File: src/rtl/pfa_pkg.sv
package pfa_pkg;

    typedef enum logic [1:0] {
        ROUTE_IDLE   = 2'd0,
        ROUTE_ONCHIP = 2'd1,
        ROUTE_EXTERN = 2'd2
    } route_e;

    typedef struct packed {
        logic word;
        logic hi;
        logic lo;
    } dp_wr_t;

    // Choose the target of a code access.
    function automatic route_e pick_route(input logic active,
                                          input logic force_ext,
                                          input logic below_limit);
        if (!active)
            return ROUTE_IDLE;
        else if (!force_ext && below_limit)
            return ROUTE_ONCHIP;
        else
            return ROUTE_EXTERN;
    endfunction

endpackage

File: src/rtl/pfa_prog_counter.sv
module pfa_prog_counter #(
    parameter int ADDR_W = 16
) (
    input  logic              clk,
    input  logic              rst,
    input  logic              load,
    input  logic [ADDR_W-1:0] load_val,
    input  logic              inc,
    output logic [ADDR_W-1:0] pc
);
    localparam logic [ADDR_W-1:0] STEP = ADDR_W'(1);

    logic [ADDR_W-1:0] pc_q;

    always_ff @(posedge clk) begin
        if (rst)
            pc_q <= '0;
        else if (load)
            pc_q <= load_val;
        else if (inc)
            pc_q <= pc_q + STEP;   // natural wrap at the top
    end

    assign pc = pc_q;
endmodule

File: src/rtl/pfa_data_pointer.sv
module pfa_data_pointer #(
    parameter int ADDR_W = 16
) (
    input  logic              clk,
    input  logic              rst,
    input  pfa_pkg::dp_wr_t   wr,
    input  logic [ADDR_W/2-1:0] byte_in,
    input  logic [ADDR_W-1:0] word_in,
    output logic [ADDR_W-1:0] dp
);
    localparam int BYTE_W = ADDR_W / 2;
    localparam int NPARTS = 2;

    logic [NPARTS-1:0] byte_we;
    assign byte_we = {wr.hi, wr.lo};

    for (genvar g = 0; g < NPARTS; g++) begin : g_part
        logic [BYTE_W-1:0] part_q;
        always_ff @(posedge clk) begin
            if (rst)
                part_q <= '0;
            else if (wr.word)
                part_q <= word_in[g*BYTE_W +: BYTE_W];
            else if (byte_we[g])
                part_q <= byte_in;
        end
        assign dp[g*BYTE_W +: BYTE_W] = part_q;
    end
endmodule

File: src/rtl/pfa_fetch_steer.sv
module pfa_fetch_steer #(
    parameter int ADDR_W       = 16,
    parameter int ONCHIP_BYTES = 4096
) (
    input  logic              active,
    input  logic              ext_access_n,
    input  logic [ADDR_W-1:0] addr,
    output logic              rom_sel,
    output logic              ext_sel
);
    import pfa_pkg::*;

    localparam logic [ADDR_W:0] LIMIT = (ADDR_W+1)'(ONCHIP_BYTES);

    logic   below;
    route_e route;

    if (ONCHIP_BYTES == 0) begin : g_no_rom
        assign below = 1'b0;
    end else begin : g_rom
        assign below = {1'b0, addr} < LIMIT;
    end

    assign route   = pick_route(active, ~ext_access_n, below);
    assign rom_sel = (route == ROUTE_ONCHIP);
    assign ext_sel = (route == ROUTE_EXTERN);
endmodule

File: src/rtl/pfa_fetch_unit.sv
module pfa_fetch_unit #(
    parameter int ADDR_W       = 16,
    parameter int ONCHIP_BYTES = 4096
) (
    input  logic                clk,
    input  logic                rst,
    input  logic                fetch_req,
    input  logic                pc_load,
    input  logic [ADDR_W-1:0]   pc_load_val,
    input  logic                dp_wr_lo,
    input  logic                dp_wr_hi,
    input  logic                dp_wr_word,
    input  logic [ADDR_W/2-1:0] dp_byte,
    input  logic [ADDR_W-1:0]   dp_word,
    input  logic                dp_code_rd,
    input  logic                ext_access_n,
    output logic [ADDR_W-1:0]   code_addr,
    output logic                rom_sel,
    output logic                ext_sel,
    output logic [ADDR_W-1:0]   pc_out,
    output logic [ADDR_W-1:0]   dp_out
);
    import pfa_pkg::*;

    dp_wr_t dp_wr;
    logic   access;
    logic   pc_inc;

    assign dp_wr  = '{word: dp_wr_word, hi: dp_wr_hi, lo: dp_wr_lo};
    assign access = fetch_req | dp_code_rd;
    assign pc_inc = fetch_req & ~dp_code_rd;

    pfa_prog_counter #(.ADDR_W(ADDR_W)) u_pc (
        .clk      (clk),
        .rst      (rst),
        .load     (pc_load),
        .load_val (pc_load_val),
        .inc      (pc_inc),
        .pc       (pc_out)
    );

    pfa_data_pointer #(.ADDR_W(ADDR_W)) u_dp (
        .clk     (clk),
        .rst     (rst),
        .wr      (dp_wr),
        .byte_in (dp_byte),
        .word_in (dp_word),
        .dp      (dp_out)
    );

    assign code_addr = dp_code_rd ? dp_out : pc_out;

    pfa_fetch_steer #(.ADDR_W(ADDR_W), .ONCHIP_BYTES(ONCHIP_BYTES)) u_steer (
        .active       (access),
        .ext_access_n (ext_access_n),
        .addr         (code_addr),
        .rom_sel      (rom_sel),
        .ext_sel      (ext_sel)
    );
endmodule

File: config.mk
export PLATFORM = sky130hd
export DESIGN_NAME = pfa_fetch_unit
export DESIGN_NICKNAME = d
export VERILOG_FILES = /design/src/rtl/pfa_pkg.sv /design/src/rtl/pfa_prog_counter.sv /design/src/rtl/pfa_data_pointer.sv /design/src/rtl/pfa_fetch_steer.sv /design/src/rtl/pfa_fetch_unit.sv
export SDC_FILE = /design/constraint.sdc
export NUM_CORES = 1
export LEC_CHECK = 0
export ABC_AREA = 1
export BUFFER_PORTS_ARGS = -buffer_cell sky130_fd_sc_hd__buf_2
export CAP_MARGIN = 15
export CORE_MARGIN = 1.5
export CORE_UTILIZATION = 40
export DETAILED_ROUTE_END_ITERATION = 6
export PLACE_DENSITY = 0.86
export SLEW_MARGIN = 20
export SYNTH_ARGS = -nofsm -noshare
export SYNTH_HDL_FRONTEND = slang
export SYNTH_SLANG_ARGS = --single-unit
File: constraint.sdc
create_clock -name clk -period 1.3 [get_ports clk]
set_input_delay 0.065 -clock clk [delete_from_list [all_inputs] [get_ports clk]]
set_output_delay 0.065 -clock clk [all_outputs]
set_load 0.02 [all_outputs]
==> results.json <==
{
  "end_kind": "output port",
  "synthArstFlopShare_pct": 0,
  "violations": "setup timing",
  "pre_cts_ws_ns": 0.0183,
  "cts-root-buf": "clkbuf_8",
  "cts_tree": "done",
  "nets": 482,
  "crit_arrival_ns": 1.36,
  "fin_crit_sh_pct": 110,
  "dp_hpwl_um": 5020,
  "die_height_um": 74.3,
  "ir_worst_vdd_uv": 744,
  "grtUsageTotal_pct": 23.8,
  "fin_setup_tns_ns": -0.247,
  "std_cell_rows": 25,
  "power_mw": 2.73,
  "netlist_area_mm2": 0.00203,
  "grt_max_degree": 20,
  "reg2reg_depth": 8,
  "postRouteAntennaNets": 0,
  "viasPerCell": 4.96,
  "p_per_area_mw_per_mm2": 927,
  "holdPathStages": 3,
  "synth_nets": 369,
  "first_global_vias": 2301,
  "ys_seq_area_share_pct": 31.5,
  "timing.final.crit_period_ns": 1.42,
  "clkSlewWorstSetupHoldPaths_ns": 0.07,
  "antenna_found_initial": 0,
  "areaGrowthSynthToFinish_pct": 44.9,
  "start_util_pct": 42.2,
  "relSlewSlack_pct": 54.4,
  "clock_latency_ns": 0.29,
  "required_ns": 1.24,
  "htreeDepth": 2,
  "clock-sinks": 32,
  "ys_warn_count": 0,
  "final_cells": 499,
  "tightestPinTransition_ns": 0.682,
  "io_buffers": 98,
  "die-area_mm2": 0.00552,
  "ctsHoldBuffers": 0,
  "status": "finished, violations left",
  "synth_ff_type": "dfxtp_1",
  "gp_congestion": 0.937,
  "fill_cells": 476,
  "globalRoute.totalOverflow": 0,
  "hold_violations": 0,
  "hold_path_class": "input pin to flip-flop",
  "startpoint": "u_pc.pc[15]",
  "clock.fmax_mhz": 702,
  "drt-wirelength-per-cell_um": 13.4,
  "fin_area_mm2": 0.00295,
  "critical_path.startpoint_type": "flip-flop",
  "syn_avg_cell_area_um2": 6.37,
  "p_leak_nw": 1.53,
  "endpoint": "ext_sel",
  "cp_cell_sequence": "inv_2 > o21ai_2 > nor4_2 > buf_4 > nor2_2 > buf_6",
  "vias": 2477,
  "rrSetupSlack_ns": 0,
  "slowest_delay_ns": 0.33,
  "r2r-start": "u_pc.pc[0]",
  "synth_edf_count": 0,
  "grt_setup_unrepaired": "yes",
  "cts_buffer_depth": 2,
  "ys_ff_latch": 32,
  "mostFrequentLayoutCells": "buf_2 (96), nand2_1 (95), inv_1 (38)",
  "slowest_stage": "dfxtp_2",
  "route.detailed.drc": 0,
  "finalSetupViolations": 2,
  "syn-instance-count": 319,
  "n_antenna_cell": 0,
  "wirelength_um": 6710,
  "cts_made_buffers": 5,
  "core_mm2": 0.00482,
  "dp_cells": 485,
  "num_io_pins": 99,
  "drv_cap": 0,
  "rr_endpoint": "u_pc.pc[15]",
  "fin_ws_ns": -0.125,
  "cp_max_fo": 2,
  "final_layout_size_suffix_gt1_share_pct": 42.6,
  "ys_types": 35,
  "crit_type": "flip-flop to output port",
  "mostFrequentLayoutCell": "buf_2",
  "skew_ns": 0.00676,
  "drtIter0Drc": 164,
  "grt_pass1_wl_um": 10200,
  "first_pass_iters": 4,
  "slew_violations": 0,
  "placedInstanceArea_mm2": 0.00267,
  "fp.dieW_um": 74.3
}
==> cells by family (layout without fill, tap and decap cells) <==
logic type,after synthesis,after routing,share of synthesized area [%]
buffers and inverters,57,170,11.4
adders and majority gates,1,1,0.615
xor gates and xnor gates,6,6,2.58
DFF,32,32,31.5
and+or+nand+nor,158,158,35.0
AOI/OAI and AO/OA,65,65,18.8
==> critical path, delay by kind of cell, from the launching register on <==
kind | cells | cell delay [ns]
flip-flops | 1 | 0.33
AO/OA/AOI/OAI | 1 | 0.06
AND/OR/NAND/NOR | 2 | 0.34
buffers and inverters | 3 | 0.34
==> metrics by stage <==
stage	hold WS, ns	util [%]
3_5_place_dp	0.339	55.3
4_1_cts	0.0376	58.0
3_3_place_gp	0.331	55.3
6_report	0.0371	61.2
2_1_floorplan	0.216	-
5_1_grt	0.0587	61.2
==> area by class of cell <==
cell class | instances | area [um^2] | area share, %
inverters | 45 | 171 | 5.82
clock buffers | 7 | 96.3 | 3.27
repair buffers | 118 | 661 | 22.4
well taps | 67 | 83.8 | 2.85
flip-flops and latches | 32 | 669 | 22.7
multi-input cells | 230 | 1260 | 42.9
==> Yosys cell counts, types with 2 or more instances <==
cell type	number	area share, %
nand4_1	3	0.92
nor2_1	24	4.4
a31oi_1	4	1.2
nor3_1	2	0.49
nor2_2	3	0.92
clkbuf_1	6	1.1
xor2_1	5	2.2
a21oi_2	2	0.86
o211ai_1	6	2.2
dfxtp_1	32	32
buf_2	3	0.74
inv_2	5	0.92
a22oi_1	6	2.2
o21ai_2	2	0.86
nand2_1	99	18
a21oi_1	10	2.5
o21a_1	2	0.74
nand2_2	2	0.62
nand2_4	2	1.1
nand3_1	16	3.9
o21ai_1	6	1.5
inv_1	40	7.4
buf_4	2	0.74
o21ai_0	26	6.4
==> layer usage <==
layer	up-vias	part of all wire (%)	track usage [%]
met5	-	0	0
met4	0	2.3	9.49
met3	15	5.7	2.98
met2	102	49	41.0
met1	1105	43	30.3
li1	1255	-	-
==> where the power goes <==
part	switching (mW)	total (mW)	internal, mW
logic	0.469	0.769	0.301
registers	0.0755	1.13	1.05
clock network	0.361	0.832	0.471
total	0.906	2.73	1.83
==> what timing repair did <==
| action | in CTS | in global routing |
|---|---|---|
| setup buffers | 3 | 4 |
| pin swaps | 0 | 7 |
| setup endpoints to repair | 2 | 14 |
| gates resized for setup | 8 | 36 |
==> worst min path at each step <==
| stage | from | endpoint |
|---|---|---|
| 6_report | pc_load_val[1] | u_pc.pc[1] |
| 5_1_grt | pc_load_val[1] | u_pc.pc[1] |
| 4_1_cts | pc_load_val[1] | u_pc.pc[1] |
| 3_5_place_dp | pc_load_val[1] | u_pc.pc[1] |
| 3_3_place_gp | pc_load_val[1] | u_pc.pc[1] |
| 2_1_floorplan | pc_load_val[1] | u_pc.pc[1] |
==> sequential cells by signal (all words and copies together), names as in the netlist <==
| signal | cells |
|---|---|
| u_dp.g_part.part_q | 16 |
| u_pc.pc | 16 |
No activity file was read; power rests on OpenSTA's default activity.
